### src/rtl/rf_pkg.sv
package rf_pkg;

    typedef enum logic [1:0] {
        SZ_BYTE = 2'b00,
        SZ_WORD = 2'b01,
        SZ_LONG = 2'b10,
        SZ_BAD  = 2'b11
    } size_e;

    localparam int BYTE_W = 8;
    localparam int WORD_W = 16;

endpackage

### src/rtl/rf_merge.sv
module rf_merge #(
    parameter int DW = 32
) (
    input  logic [DW-1:0]     old_val,
    input  logic [DW-1:0]     new_val,
    input  rf_pkg::size_e     size,
    output logic [DW-1:0]     merged,
    output logic              legal
);
    import rf_pkg::*;

    always_comb begin
        merged = old_val;
        legal  = 1'b1;
        case (size)
            SZ_BYTE: merged[BYTE_W-1:0] = new_val[BYTE_W-1:0];
            SZ_WORD: merged[WORD_W-1:0] = new_val[WORD_W-1:0];
            SZ_LONG: merged = new_val;
            default: legal = 1'b0;
        endcase
    end

endmodule

### src/rtl/rf_read_mask.sv
module rf_read_mask #(
    parameter int DW = 32
) (
    input  logic [DW-1:0] raw,
    input  rf_pkg::size_e size,
    output logic [DW-1:0] data
);
    import rf_pkg::*;

    always_comb begin
        data = raw;
        case (size)
            SZ_BYTE: data = {{(DW-BYTE_W){1'b0}}, raw[BYTE_W-1:0]};
            SZ_WORD: data = {{(DW-WORD_W){1'b0}}, raw[WORD_W-1:0]};
            default: data = raw;
        endcase
    end

endmodule

### src/rtl/banked_regfile.sv
module banked_regfile #(
    parameter int          DW       = 32,
    parameter int          NREG     = 16,
    parameter int          SRW      = 16,
    parameter int          SWAP_BIT = 13,
    parameter logic [15:0] SR_RESET = 16'h2000
) (
    input  logic                      clk,
    input  logic                      rst_n,
    input  logic [$clog2(NREG)-1:0]   rd_a_idx,
    input  logic [1:0]                rd_a_size,
    output logic [DW-1:0]             rd_a_data,
    input  logic [$clog2(NREG)-1:0]   rd_b_idx,
    input  logic [1:0]                rd_b_size,
    output logic [DW-1:0]             rd_b_data,
    input  logic                      wr_en,
    input  logic [$clog2(NREG)-1:0]   wr_idx,
    input  logic [1:0]                wr_size,
    input  logic [DW-1:0]             wr_data,
    input  logic                      sr_load,
    input  logic [SRW-1:0]            sr_data,
    output logic [SRW-1:0]            sr_q,
    input  logic                      pc_load,
    input  logic [DW-1:0]             pc_data,
    output logic [DW-1:0]             pc_q,
    output logic [DW-1:0]             alt_sp_q
);
    import rf_pkg::*;

    localparam int             IW     = $clog2(NREG);
    localparam int             NPORT  = 2;
    localparam logic [IW-1:0]  SP_IDX = IW'(NREG - 1);

    typedef struct packed {
        logic [NREG-1:0][DW-1:0] regs;
        logic [DW-1:0]           shadow;
        logic [DW-1:0]           pc;
        logic [SRW-1:0]          sr;
    } state_t;

    state_t  st_q, mid_d, st_d;
    logic    swap_d;
    logic [DW-1:0] wr_base_d, wr_merged_d;
    logic          wr_legal_d;

    // stage 1: status load, stack-pointer exchange, program counter
    always_comb begin
        mid_d  = st_q;
        swap_d = sr_load && (sr_data[SWAP_BIT] != st_q.sr[SWAP_BIT]);
        if (sr_load) mid_d.sr = sr_data;
        if (swap_d) begin
            mid_d.regs[SP_IDX] = st_q.shadow;
            mid_d.shadow       = st_q.regs[SP_IDX];
        end
        if (pc_load) mid_d.pc = pc_data;
    end

    assign wr_base_d = mid_d.regs[wr_idx];

    rf_merge #(.DW(DW)) u_merge (
        .old_val (wr_base_d),
        .new_val (wr_data),
        .size    (size_e'(wr_size)),
        .merged  (wr_merged_d),
        .legal   (wr_legal_d)
    );

    // stage 2: sized register write on top of the exchanged state
    always_comb begin
        st_d = mid_d;
        if (wr_en && wr_legal_d) st_d.regs[wr_idx] = wr_merged_d;
    end

    always_ff @(posedge clk or negedge rst_n) begin
        if (!rst_n) begin
            st_q        <= '0;
            st_q.sr     <= SR_RESET[SRW-1:0];
        end else begin
            st_q        <= st_d;
        end
    end

    // read ports
    logic [NPORT-1:0][IW-1:0] rd_idx;
    logic [NPORT-1:0][1:0]    rd_size;
    logic [NPORT-1:0][DW-1:0] rd_out;

    assign rd_idx  = {rd_b_idx, rd_a_idx};
    assign rd_size = {rd_b_size, rd_a_size};

    for (genvar p = 0; p < NPORT; p++) begin : g_rd
        rf_read_mask #(.DW(DW)) u_mask (
            .raw  (st_q.regs[rd_idx[p]]),
            .size (size_e'(rd_size[p])),
            .data (rd_out[p])
        );
    end

    assign rd_a_data = rd_out[0];
    assign rd_b_data = rd_out[1];
    assign sr_q      = st_q.sr;
    assign pc_q      = st_q.pc;
    assign alt_sp_q  = st_q.shadow;

    // checks
    a_r2_byte_keeps_upper: assert property (@(posedge clk) disable iff (!rst_n)
        (wr_en && wr_size == 2'b00 && !(swap_d && wr_idx == SP_IDX))
        |=> st_q.regs[$past(wr_idx)][DW-1:BYTE_W] == $past(st_q.regs[wr_idx][DW-1:BYTE_W]));

    a_r3_word_keeps_upper: assert property (@(posedge clk) disable iff (!rst_n)
        (wr_en && wr_size == 2'b01 && !(swap_d && wr_idx == SP_IDX))
        |=> st_q.regs[$past(wr_idx)][DW-1:WORD_W] == $past(st_q.regs[wr_idx][DW-1:WORD_W]));

    a_r6_sp_exchange: assert property (@(posedge clk) disable iff (!rst_n)
        (sr_load && sr_data[SWAP_BIT] != sr_q[SWAP_BIT] && !(wr_en && wr_idx == SP_IDX))
        |=> (alt_sp_q == $past(st_q.regs[SP_IDX])) && (st_q.regs[SP_IDX] == $past(alt_sp_q)));

    a_r5_no_exchange: assert property (@(posedge clk) disable iff (!rst_n)
        (sr_load && sr_data[SWAP_BIT] == sr_q[SWAP_BIT]) |=> $stable(alt_sp_q));

    a_r7_bad_size_ignored: assert property (@(posedge clk) disable iff (!rst_n)
        (wr_en && wr_size == 2'b11 && !sr_load) |=> $stable(st_q.regs));

    always_comb begin
        if (rst_n) begin
            a_r4_byte_read_masked: assert (rd_a_size != 2'b00 || rd_a_data[DW-1:BYTE_W] == '0);
        end
    end

endmodule

### config.mk
export PLATFORM = sky130hd
export DESIGN_NAME = banked_regfile
export DESIGN_NICKNAME = d
export VERILOG_FILES = /design/src/rtl/rf_pkg.sv /design/src/rtl/rf_merge.sv /design/src/rtl/rf_read_mask.sv /design/src/rtl/banked_regfile.sv
export SDC_FILE = /design/constraint.sdc
export NUM_CORES = 1
export LEC_CHECK = 0
export BUFFER_PORTS_ARGS = -buffer_cell sky130_fd_sc_hd__buf_4
export CAP_MARGIN = 5
export CORE_ASPECT_RATIO = 1.75
export CORE_MARGIN = 4
export CORE_UTILIZATION = 45
export CTS_BUF_LIST = sky130_fd_sc_hd__clkbuf_4
export DETAILED_ROUTE_END_ITERATION = 6
export PLACE_DENSITY = 0.65
export SLEW_MARGIN = 20
export SYNTH_ARGS = -nofsm -noshare
export SYNTH_HDL_FRONTEND = slang
export SYNTH_SLANG_ARGS = --single-unit
### constraint.sdc
create_clock -name clk -period 5.6 [get_ports clk]
set_input_delay 1.4 -clock clk [delete_from_list [all_inputs] [get_ports clk]]
set_output_delay 1.4 -clock clk [all_outputs]
set_load 0.03 [all_outputs]
Yosys cells after proc, flatten, opt, wreduce, memory -nomap -nowiden. Cells that the tools add are included. Widths: inputs -> output; s select.

Flip-flop bits (word level): 592. Bits in latches: 0. Memory bits (writable): 0. ROM bits: 0. Logic and storage cells: 53. Memories kept: 0.

$add $sub $neg: 0. Multipliers: 0. Divide/modulo/power cells: 0. Magnitude comparators: 4. Equal/unequal tests: 5. Shifts and indexed selects: 0. Mux-type cells: 17. Bitwise gates (word level): 0. Reductions and logical operators: 8.

Operator list (number): $bwmux 512 (1); $mux 512 (1); $bmux 32 s4 (3); $mux 32 (5); $demux 32 s4 (1); $pmux 32 s2 (2); $mux 16 (1); $mux 8 (2); $lt 4x5->1 const B (3); $eq 2x1->1 const B (3); $logic_not 2->1 (3); $ge 4x1->1 const B (1); $logic_and 1x1->1 (3); $reduce_or 3->1 (1); $eq 2x2->1 const B (1); $reduce_or 2->1 (1); $mux 1 (1); $ne 1x1->1 (1).

Logic depth before layout (Yosys ltp).
Depth in word-level cells: 8. Gate-level depth with buffers: 10. Gate-level depth less buffers: 6.

Hierarchy. From an unflattened synthesis, not the netlist that was laid out.

Cells, all modules: 2339. Area, all modules: 36192.2 um^2.

Modules (own cells, without submodules): banked_regfile (instances 1, cells each 2228, area an instance 35205.0 um^2, seq. area each 14815.5 um^2); rf_read_mask (instances 2, cells each 35, area an instance 251.5 um^2, seq. area each 0.0 um^2); rf_merge (instances 1, cells each 41, area an instance 484.2 um^2, seq. area each 0.0 um^2).

Worst setup path before layout. No wires, ideal clock.

Path type: input-to-output. Start: in rd_a_idx[0]. End: out rd_a_data[16]. Data arrival time: 3.366 ns. Data required time: 4.200 ns. Path slack: 0.834 ns. Stages on the path: 5. Path buffers: 2. Cell sequence: buf_2 -> buf_1 -> mux4_2 -> mux4_2 -> and2_1.

Cells in the longest elaborated chain, start to end: 3.

Ends and longest elaborated chain: start: declaration (RTL line banked_regfile.sv:10) `input logic [$clog2(NREG)-1:0] rd_a_idx,`; $bmux 32 s4 (RTL line banked_regfile.sv:93) `.raw (st_q.regs[rd_idx[p]]),`; $mux 32 (implied by the code) (RTL line banked_regfile.sv:93); $pmux 32 s2 (RTL line rf_read_mask.sv:12) `case (size)`; end: declaration (RTL line banked_regfile.sv:12) `output logic [DW-1:0] rd_a_data,`.

No other way between the ends. The select of a mux whose other input is x is not followed.

Final worst setup path.
Start: in rd_b_idx[0]. End: out rd_b_data[21].

Cells in the longest elaborated chain, start to end: 3.

Ends and longest elaborated chain: start: declaration (RTL line banked_regfile.sv:13) `input logic [$clog2(NREG)-1:0] rd_b_idx,`; $bmux 32 s4 (RTL line banked_regfile.sv:93); $mux 32 (implied by the code) (RTL line banked_regfile.sv:93); $pmux 32 s2 (RTL line rf_read_mask.sv:12); end: declaration (RTL line banked_regfile.sv:15) `output logic [DW-1:0] rd_b_data,`.

No other way between the ends. The select of a mux whose other input is x is not followed.

==> impl_metrics.yaml <==
sta:
  finalSetupTns_ns: 0
  period_needed_ns: 5.08
  hold_viol: 0
  relSlewSlack: 0.222
  fin_ws_ns: 0.517
  worst_pin_slew_ns: 1.17
  rsz0062_at_grt: "false"
  max_freq_mhz: 197
  setup_viol_count_final: 0
  fin_crit_sh: 0.908
  slew_violations: 0
  finClkSkew_ns: 0.0492
detailed_routing:
  post_drt_via_cell_ratio: 6.64
  drtIter0Drc: 2493
  antenna_left: 0
  vias: 27800
  wire_per_inst_um: 29.4
  drt_pass1_iterations: 6
  finalWirelength_mm: 123
  drc: 0
cts:
  cts_made_buffers: 150
  cts_resized: 0
  cts_setup_buffers: 0
  cts_tree: "done"
  h-tree-depth: 4
  clkTransAtPathRegs_ns: 0.06
  cts_hold_buf: 0
  clock_path_buffers: 3
  clock_latency_ns: 1.05
  clock-sinks: 592
  cts_root_buf: "clkbuf_4"
yosys:
  synth_seq_cells: 592
  synthFlopType: "dfrtp_1"
  seq_area_frac_synth: 0.406
  synth-edff-count: 0
  syn_area_um2: 36500
  syn_inst: 2935
  synth_warnings: 0
  ys_types: 44
  syn_area_per_cell_um2: 12.4
  synth_nets: 3040
  async_flop_share: 1.00
placed_design:
  io_buffer_count: 246
  globalplace.congestion: 0.912
  dpl.hpwl_mm: 78.8
  place_ws_ns: 0.486
  placed_cells: 3920
  place_area_um2: 38800
floorplanning:
  io-pin-count: 247
  core_um2: 80600
  die_area_um2: 85900
  die_height_um: 385
  num_rows: 138
  die_w_um: 223
  start_util: 0.453
pwr:
  power_frac_comb: 0.335
  p_per_area_nw_per_um2: 388
  pwr-share-seq: 0.432
  p_leak_nw: 17.1
  clockPowerShare: 0.233
  switchingPower_mw: 5.74
  intPower_mw: 10.0
  peakVddDrop_v: 0.000245
  p_sw_frac: 0.364
  power.total_mw: 15.8
global_routing:
  grt_pass1_wl_mm: 186
  grt_max_degree: 99
  grt_use_total: 0.286
  grt_pass1_vias: 29800
  gr-total-overflow: 0
  antenna_found_initial: 8
min_path:
  worstHoldPathType: "in -> async"
worst_setup_path:
  crit_type: "in -> out"
  worstPathMaxFanout: 40
  end_kind: "primary output"
  cp_data_required_time_ns: 4.20
  critPathArrivalTime_ns: 3.68
  cp-start-kind: "input port"
finish:
  multi_input_area_um2: 19500
  seq_area_um2: 14800
  fin_nets: 3128
  drive_above_1_share: 0.353
  postLayoutCellArea_um2: 40700
  syn2layout_area_growth_pct: 11.4
  final_common_cell: "dfrtp_1"
  final_cell_mix: "dfrtp_1, mux2i_1, mux4_2"
  fillerInstances: 6980
  final_cells: 4186
flow_run:
  max_cap_viol_count: 0
run_status:
  status: "finished clean"
==> synthesized netlist by cell type, types with 27 or more instances <==
| cell | count | area [µm²] |
|---|---|---|
| dfrtp_1 | 591 | 14800 |
| buf_2 | 51 | 255 |
| clkbuf_1 | 219 | 822 |
| and2_1 | 65 | 407 |
| nand3_1 | 51 | 255 |
| mux2_2 | 80 | 901 |
| a31oi_1 | 102 | 638 |
| mux4_2 | 368 | 8290 |
| a21oi_1 | 287 | 1440 |
| o21ai_0 | 160 | 801 |
| nor2_1 | 27 | 101 |
| o221ai_1 | 32 | 280 |
| inv_1 | 40 | 150 |
| nand2_1 | 124 | 465 |
| buf_4 | 90 | 676 |
| buf_1 | 39 | 146 |
| mux2i_1 | 416 | 4160 |
==> critical path: stages <==
cell      delay (ns)
clkbuf_8        0.48
buf_4           0.31
mux4_2          0.54
mux4_2          0.56
and2_1          0.19
buf_4           0.16
==> metrics by stage <==
step	util	hold slack [ns]
finish	0.504	0.362
global route	0.504	0.299
CTS	0.504	0.255
detailed placement	0.481	0.486
global placement	0.481	0.476
floorplan	-	0.461
==> cell type report <==
cell class	instances	area share
diodes	7	0.000431
clock buffers	212	0.0391
clock inverters	46	0.00572
inverters	40	0.00369
multi-input cells	1879	0.479
flip-flops and latches	592	0.364
well taps	1050	0.0323
repair buffers	360	0.0754
==> worst paths after layout <==
check | from | end | slack [ns] | cells past startpoint
min | rst_n | asynchronous set/reset pin | 0.36 | 1
min reg2reg | flop | flop | 0.50 | 2
max reg2reg | flop | st_q[587] | 3.13 | 4
max | rd_b_idx[0] | rd_b_data[21] | 0.52 | 6
max in group asynchronous | rst_n | asynchronous set/reset pin | 4.05 | 2
min in group clk | flop | flop | 0.50 | 2
==> logic make-up after synthesis <==
| logic type | after synthesis | synth area share |
|---|---|---|
| DFF | 592 | 0.406 |
| adders and majority gates | 2 | 0.000685 |
| AOI/OAI and AO/OA | 681 | 0.119 |
| buffers and inverters | 464 | 0.0637 |
| xor gates and xnor gates | 1 | 0.000240 |
| muxes | 864 | 0.366 |
| and+or+nand+nor | 331 | 0.0450 |
==> per-layer routing <==
metal	vias to the layer above	track usage	routed length [µm]
li1	11400	-	-
met1	14200	0.338	42700
met2	1643	0.477	61000
met3	522	0.0655	11000
met4	4	0.171	8260
met5	-	0	27
==> power groups by stage <==
stage	Sequential [mW]	Clock (mW)	Combinational [mW]
6_report	6.81	3.68	5.28
3_3_place_gp	6.72	0	5.11
5_1_grt	6.96	4.00	5.68
4_1_cts	6.77	3.79	5.30
2_1_floorplan	6.29	0	4.16
3_5_place_dp	6.84	0	5.30
Note: power is estimated with default switching activity, not from simulation.
